==> src/rtl/usb_susp_pkg.sv <==
`timescale 1ns/1ps
package usb_susp_pkg;

  typedef enum logic [1:0] {
    ST_IDLE = 2'd0,
    ST_SUSP = 2'd1,
    ST_LOCK = 2'd2
  } suspState_t;

  typedef struct packed {
    logic clrAll;
    logic clrCnt;
    logic incCnt;
    logic setSusp;
    logic wake;
    logic setLock;
    logic irqPulse;
  } suspStrobe_t;

  localparam logic [1:0] SPEED_FULL = 2'b11;

endpackage

==> src/rtl/usb_susp_ctrl.sv <==
`timescale 1ns/1ps
module usb_susp_ctrl
  import usb_susp_pkg::*;
(
  input  logic        clk,
  input  logic        rst,
  input  logic        tickEn,
  input  logic        lineActive,
  input  logic        remoteWake,
  input  logic        erraticErr,
  input  logic        softDisconnect,
  input  logic        atLimit,
  output suspStrobe_t strobe
);

  suspState_t state, stateNxt;

  always_comb begin
    strobe   = '0;
    stateNxt = state;
    if (softDisconnect) begin
      strobe.clrAll = 1'b1;
      stateNxt      = ST_IDLE;
    end else begin
      unique case (state)
        ST_LOCK: begin
          stateNxt = ST_LOCK;
        end
        ST_SUSP: begin
          if (erraticErr) begin
            strobe.setLock = 1'b1;
            stateNxt       = ST_LOCK;
          end else if (lineActive || remoteWake) begin
            strobe.wake   = 1'b1;
            strobe.clrCnt = 1'b1;
            stateNxt      = ST_IDLE;
          end
        end
        default: begin
          if (erraticErr) begin
            strobe.setLock  = 1'b1;
            strobe.setSusp  = 1'b1;
            strobe.irqPulse = 1'b1;
            strobe.clrCnt   = 1'b1;
            stateNxt        = ST_LOCK;
          end else if (atLimit && !lineActive) begin
            strobe.setSusp  = 1'b1;
            strobe.irqPulse = 1'b1;
            stateNxt        = ST_SUSP;
          end else if (lineActive) begin
            strobe.clrCnt = 1'b1;
          end else if (tickEn && !atLimit) begin
            strobe.incCnt = 1'b1;
          end
        end
      endcase
    end
  end

  always_ff @(posedge clk) begin
    if (rst) state <= ST_IDLE;
    else     state <= stateNxt;
  end

endmodule

==> src/rtl/usb_susp_dp.sv <==
`timescale 1ns/1ps
module usb_susp_dp
  import usb_susp_pkg::*;
#(
  parameter int IDLE_LIMIT = 144000
) (
  input  logic        clk,
  input  logic        rst,
  input  suspStrobe_t strobe,
  output logic        atLimit,
  output logic        suspReg,
  output logic        irqReg,
  output logic        errReg
);

  localparam int CNT_W = $clog2(IDLE_LIMIT + 1);
  localparam logic [CNT_W-1:0] LIMIT_V = CNT_W'(IDLE_LIMIT);

  logic [CNT_W-1:0] idleCnt;

  assign atLimit = (idleCnt == LIMIT_V);

  always_ff @(posedge clk) begin
    if (rst || strobe.clrAll) begin
      idleCnt <= '0;
    end else if (strobe.clrCnt) begin
      idleCnt <= '0;
    end else if (strobe.incCnt) begin
      idleCnt <= idleCnt + 1'b1;
    end
  end

  always_ff @(posedge clk) begin
    if (rst || strobe.clrAll) begin
      suspReg <= 1'b0;
      irqReg  <= 1'b0;
      errReg  <= 1'b0;
    end else begin
      irqReg <= strobe.irqPulse;
      if (strobe.setSusp)   suspReg <= 1'b1;
      else if (strobe.wake) suspReg <= 1'b0;
      if (strobe.setLock)   errReg  <= 1'b1;
    end
  end

endmodule

==> src/rtl/usb_suspend_det.sv <==
`timescale 1ns/1ps
module usb_suspend_det
  import usb_susp_pkg::*;
#(
  parameter int IDLE_LIMIT = 144000
) (
  input  logic       clk,
  input  logic       rst,
  input  logic       tickEn,
  input  logic       lineActive,
  input  logic       remoteWake,
  input  logic       erraticErr,
  input  logic       softDisconnect,
  output logic       suspendSts,
  output logic       earlySuspIrq,
  output logic       erraticFlag,
  output logic [1:0] speedCode
);

  suspStrobe_t strobe;
  logic        atLimit;

  usb_susp_ctrl ctrl_i (
    .clk            (clk),
    .rst            (rst),
    .tickEn         (tickEn),
    .lineActive     (lineActive),
    .remoteWake     (remoteWake),
    .erraticErr     (erraticErr),
    .softDisconnect (softDisconnect),
    .atLimit        (atLimit),
    .strobe         (strobe)
  );

  usb_susp_dp #(.IDLE_LIMIT(IDLE_LIMIT)) dp_i (
    .clk     (clk),
    .rst     (rst),
    .strobe  (strobe),
    .atLimit (atLimit),
    .suspReg (suspendSts),
    .irqReg  (earlySuspIrq),
    .errReg  (erraticFlag)
  );

  assign speedCode = SPEED_FULL;

endmodule

==> config.mk <==
export PLATFORM = sky130hd
export DESIGN_NAME = usb_suspend_det
export DESIGN_NICKNAME = d
export VERILOG_FILES = /design/src/rtl/usb_susp_pkg.sv /design/src/rtl/usb_susp_ctrl.sv /design/src/rtl/usb_susp_dp.sv /design/src/rtl/usb_suspend_det.sv
export SDC_FILE = /design/constraint.sdc
export NUM_CORES = 1
export LEC_CHECK = 0
export BUFFER_PORTS_ARGS = -buffer_cell sky130_fd_sc_hd__buf_2
export CAP_MARGIN = 5
export CORE_MARGIN = 3
export CORE_UTILIZATION = 51
export CTS_CLUSTER_SIZE = 25
export DETAILED_ROUTE_END_ITERATION = 10
export HOLD_SLACK_MARGIN = 0.12
export PLACE_DENSITY = 0.77
export SYNTH_ARGS = -nofsm -noshare
export SYNTH_HDL_FRONTEND = slang
export SYNTH_HIERARCHICAL = 1
export SYNTH_SLANG_ARGS = --single-unit
==> constraint.sdc <==
create_clock -name clk -period 2.8 [get_ports clk]
set_input_delay 0.56 -clock clk [delete_from_list [all_inputs] [get_ports clk]]
set_output_delay 0.56 -clock clk [all_outputs]
set_load 0.05 [all_outputs]
### Word level (Yosys, flattened, before mapping)

Cells that the tools add are included.
W data, S select, Z words.

| word-level totals | value |
|---|---|
| flip-flop bits (word level) | 23 |
| bits of input ports | 7 |
| word-level logic and storage cells | 48 |

| operators by class | value |
|---|---|
| add/sub/neg operators | 1 |
| equal/unequal tests | 4 |
| muxes and demuxes | 25 |
| reductions and logical operators | 13 |

Operators with widths:

| operator | count |
|---|---|
| $add A18 B1 Y18 const B | 1 |
| $eq A18 B18 Y1 const B | 1 |
| $mux W1 | 16 |
| $mux W2 | 6 |
| $mux W6 | 1 |
| $reduce_or A2 Y1 | 3 |
| $pmux W2 S2 | 1 |
| $reduce_bool A4 Y1 | 1 |
| $reduce_or A4 Y1 | 1 |
| $ne A3 B2 Y1 const B | 1 |
| $eq A2 B1 Y1 const B | 1 |
| $eq A2 B2 Y1 const B | 1 |
| $logic_and A1 B1 Y1 | 2 |
| $logic_not A1 Y1 | 2 |
| $logic_or A1 B1 Y1 | 2 |
| $pmux W1 S2 | 1 |
| $reduce_and A2 Y1 | 1 |
| $reduce_bool A2 Y1 | 1 |

### Logic depth before layout (Yosys ltp)

| depth | value |
|---|---|
| depth after elaboration | 11 |
| gate-level depth with buffers | 11 |
| mapped depth without buffers | 10 |

### By module

Netlist, hierarchy kept.

By module, submodules not included:

| module | instances | cells an instance | area each (um2) | seq. area each (um2) |
|---|---|---|---|---|
| usb_susp_dp | 1 | 117 | 980.9 | 420.4 |
| usb_susp_ctrl | 1 | 31 | 246.5 | 40.0 |
| usb_suspend_det | 1 | 3 | 18.8 | 0.0 |

### Worst setup path before layout

No wires, ideal clock.

| timing | value |
|---|---|
| path type | register to register |
| from | reg dp_i.idleCnt[15] |
| to | reg dp_i.idleCnt[15] |
| library setup time | 0.121 ns |
| arrival | 2.369 ns |
| data required time | 2.679 ns |
| path slack | 0.310 ns |
| cell stages (with the launch flop) | 12 |
| path buffers | 1 |
| clock period less this slack | 2.490 ns |
| cells stage by stage | dfxtp_1 > or4_4 > nor4b_2 > nand4_1 > nor4b_2 > nand2b_1 > nor4_1 > buf_2 > nand4_1 > nor2_1 > nand3_1 > mux2_2 |

RTL lines:

| element | RTL line | source |
|---|---|---|
| from (decl) | usb_susp_dp.sv:19 | `logic [CNT_W-1:0] idleCnt;` |
| from (signal assigned) | usb_susp_dp.sv:29 | `idleCnt <= idleCnt + 1'b1;` |

==> results by group <==
Worst hold path
  • Hold Path Depth: 2
  • Min-Delay Endpoint: dp_i/suspReg$_SDFFE_PP0P_
  • Class of the worst hold path: in -> reg
  • Min-delay src: rst

Clock network
  • CTS Buf Count: 3
  • Clk pin slew, worst setup/hold paths: 130 ps
  • Clock tree from TritonCTS: yes
  • Clock Latency Late Sink: 320 ps
  • Max Root-Sink Buffers: 2
  • Clock Tree Root: clkbuf_4
  • CTS H-Tree Depth: 1
  • Sink Count: 23

Pwr
  • NetSw: 0.138 mW
  • Total power: 0.539 mW
  • Sw frac: 25.7%
  • Worst vdd ir: 0.375 mV
  • Int Pwr: 0.400 mW
  • Combinational power share: 10.0%
  • Power share of the clock group: 28.7%
  • Pleak: 0.510 nW
  • Power Density: 368 nW/um2
  • Part of the power in registers: 61.4%

Routing
  • Routed Antenna Nets: 0
  • DR iter-0 viols: 40
  • Post-route DRC: 0
  • Vias per cell: 5.63
  • TritonRoute pass-1 iters: 4
  • Avg WL per Cell: 14.2 um
  • DR vias: 1,132
  • DRT Wirelength: 2.86 mm

Setup path
  • RR Endpoint: dp_i/idleCnt[15]$_SDFFE_PP0P_
  • Crit path max fanout: 7
  • Most Frequent Cell on Critical Path: nand4_1
  • Worst stage delay on the critical path: 560 ps
  • Endpoint type of the worst setup path: flip-flop
  • CP startpoint kind: flip-flop
  • Internal reg-to-reg setup slack: 160 ps
  • Data arrival, critical path: 2860 ps
  • Critical path, cell by cell: or4_4 > nor4b_4 > nand4_1 > nor4b_2 > nand2b_4 > nor4_4 > nand4_1 > nor2_1 > nand3_1 > mux2_2
  • Critical path's slowest cell: or4_4
  • Crit Path Category: reg -> reg
  • Critical Path RT: 3020 ps
  • Worst R2R Start: dp_i/idleCnt[3]$_SDFFE_PP0P_
  • Worst R2R Path Depth: 10

GRT
  • Total GRT Usage: 19.8%
  • Grt ovf: 0
  • Largest net degree at the start of global routing: 21
  • Initial antenna violation count: 0
  • Vias in the first global route: 1,174
  • First-pass GRT wire length: 4.92 mm

Yosys
  • Post-synth top flop: dfxtp_1
  • #FFs+latches synth: 23
  • Top cell type by total area after synthesis: dfxtp_1
  • Synth Area in Adders: 4.02%
  • EDFF count, synth: 0
  • Synth top area share: 36.9%
  • Sequential cell area fraction in the yosys report: 36.9%
  • Mapped Area: 1250 um2
  • Synth unique cells: 36
  • Largest cells by area after synthesis: dfxtp_1, nor2_1, nand4_1, xnor2_1, ha_1
  • Gate Count Post-Synth: 151
  • Ys async rst share: 0%
  • Combinational family with the most area after synthesis: simple AND/OR/NAND/NOR gates
  • XOR/XNOR share of the synthesized area: 6.33%
  • Mean post-synth cell area: 8.25 um2
  • Simple-gate share of the synthesized area: 32.6%
  • Yosys warnings: 6
  • Compound-Gate Fraction of Synth Area: 10.6%
  • Mux cell area share after synthesis: 1.71%

Timing
  • Setup ws final: 160 ps
  • Period utilization: 94.3%
  • Final Hold Fails: 0
  • RSZ-0062 raised after global routing: no
  • Max-slew headroom: 55.0%
  • Final Critical Period: 2640 ps
  • Fmax: 379 MHz
  • Setup violators final: 0
  • Final Hold Slack: 499 ps
  • Least-Margin Pin Slew: 675 ps
  • Clock Skews: 4.61 ps
  • Slew Limit Fails: 0

Floorplanning
  • Area of the core: 2250 um2
  • Die ar.: 3070 um2
  • Rows: 17
  • Initial Utilization: 55.3%
  • # IOs: 12
  • Die H: 55.4 um
  • Die W: 55.4 um

Place
  • Pre-CTS WS: -285 ps
  • Port Buf Inserts: 9
  • Placed cells: 196
  • Gp weighted congestion: 0.796
  • DP HPWL: 2.14 mm

Finish
  • Post-Layout Cell Count: 201
  • Fillcell total: 188
  • Nets@finish: 185
  • Antenna cells: 0
  • Share of cells above drive strength 1: 24.3%
  • Area Overhead vs Synth: 17.4%

Run
  • Max-cap violations: 0

Run status
  • Outcome: complete, no violations
-- synthesized netlist by cell type, types with 2 or more instances --
library cell  instances
a31o_2                2
a21oi_1               9
nor4_1                4
xnor2_1               6
nand2_1               8
nand4_1               9
nand3_1               4
inv_1                11
o21ai_0               5
dfxtp_1              23
nor2_1               20
ha_1                  4
xor2_1                3
nor3_1                7
or3_1                 6
buf_2                 2
buf_4                 4
nand2b_1              2
nor3b_1               2
nor4b_2               3
clkbuf_1              2
-- sequential cells by signal, summed over array words and instances (netlist names) --
| signal | cells |
|---|---|
| ctrl_i/state | 2 |
| dp_i/suspReg | 1 |
| dp_i/idleCnt | 18 |
| dp_i/irqReg | 1 |
| dp_i/errReg | 1 |
-- stage by stage --
step                instance area, um2  setup TNS (ps)  util (%)
floorplan                         1250               0         -
global placement                  1400            -436      61.9
detailed placement                1400           -1250      61.9
CTS                               1430               0      63.4
global route                      1460               0      64.9
finish                            1460               0      64.9
-- timing repair --
| action | in CTS | in global routing |
|---|---|---|
| pin swaps | 0 | 6 |
| setup endpoints to repair | 11 | 5 |
| hold buffers | 0 | 0 |
| buffers inserted | 0 | 1 |
| gates resized for setup | 1 | 4 |
| gates cloned | 0 | 0 |
-- critical path, delay by kind of cell, from the launching register on --
family / cells / cell delay [ps]
flip-flops: 1 / 340
multiplexers: 1 / 330
AND/OR/NAND/NOR: 9 / 1880
-- worst max-delay path by stage --
stage	startpoint	endpoint	slack [ps]
2_1_floorplan	dp_i/idleCnt[15]$_SDFFE_PP0P_	dp_i/idleCnt[15]$_SDFFE_PP0P_	310
3_3_place_gp	dp_i/idleCnt[15]$_SDFFE_PP0P_	dp_i/idleCnt[17]$_SDFFE_PP0P_	-130
3_5_place_dp	dp_i/idleCnt[15]$_SDFFE_PP0P_	dp_i/idleCnt[17]$_SDFFE_PP0P_	-280
4_1_cts	dp_i/idleCnt[15]$_SDFFE_PP0P_	dp_i/idleCnt[17]$_SDFFE_PP0P_	60
5_1_grt	dp_i/idleCnt[3]$_SDFFE_PP0P_	dp_i/idleCnt[15]$_SDFFE_PP0P_	30
6_report	dp_i/idleCnt[3]$_SDFFE_PP0P_	dp_i/idleCnt[15]$_SDFFE_PP0P_	160
-- placed cells by master (no fill, tap or decap), types with 5 or more instances in the layout --
| cell type | n |
|---|---|
| dfxtp_1 | 22 |
| nor2_1 | 20 |
| buf_4 | 16 |
| inv_1 | 11 |
| a21oi_1 | 9 |
| nand4_1 | 9 |
| buf_2 | 9 |
| nand2_1 | 8 |
| nor3_1 | 7 |
| or3_1 | 6 |
| xnor2_1 | 6 |
| o21ai_0 | 5 |
-- cells by family (layout without fill, tap and decap cells) --
kind of cell,Yosys count,in the layout
AOI/OAI and AO/OA,21,21
and+or+nand+nor,71,71
xor gates and xnor gates,9,9
DFF,23,23
other,1,2
adders and majority gates,4,4
muxes,2,2
buffers and inverters,20,41
-- area by class of cell --
class / count / area, um2 / share of cell area, %
clock buffers: 3 / 22.5 / 1.54
clock inverters: 1 / 5.00 / 0.342
well taps: 28 / 35.0 / 2.40
inverters: 12 / 45.0 / 3.08
flip-flops and latches: 23 / 462 / 31.6
repair buffers: 25 / 165 / 11.3
multi-input cells: 109 / 728 / 49.8
-- power groups by stage --
stage | clock (mW) | combinational, mW | sequential (mW)
final | 0.154 | 0.0537 | 0.331
after global routing | 0.173 | 0.0581 | 0.331
after CTS | 0.163 | 0.0503 | 0.331
after detailed placement | 0 | 0.0494 | 0.338
after global placement | 0 | 0.0479 | 0.338
after floorplan | 0 | 0.0332 | 0.343
-- metal layers --
metal / up-vias / track usage (%) / share of wire [%]
met5: - / 0 / 0
met4: 0 / 9.72 / 2.1
met3: 7 / 3.97 / 4.3
met2: 35 / 34.5 / 47
met1: 525 / 22.7 / 46
li1: 565 / - / -
Power figures use the tool's default switching activity.
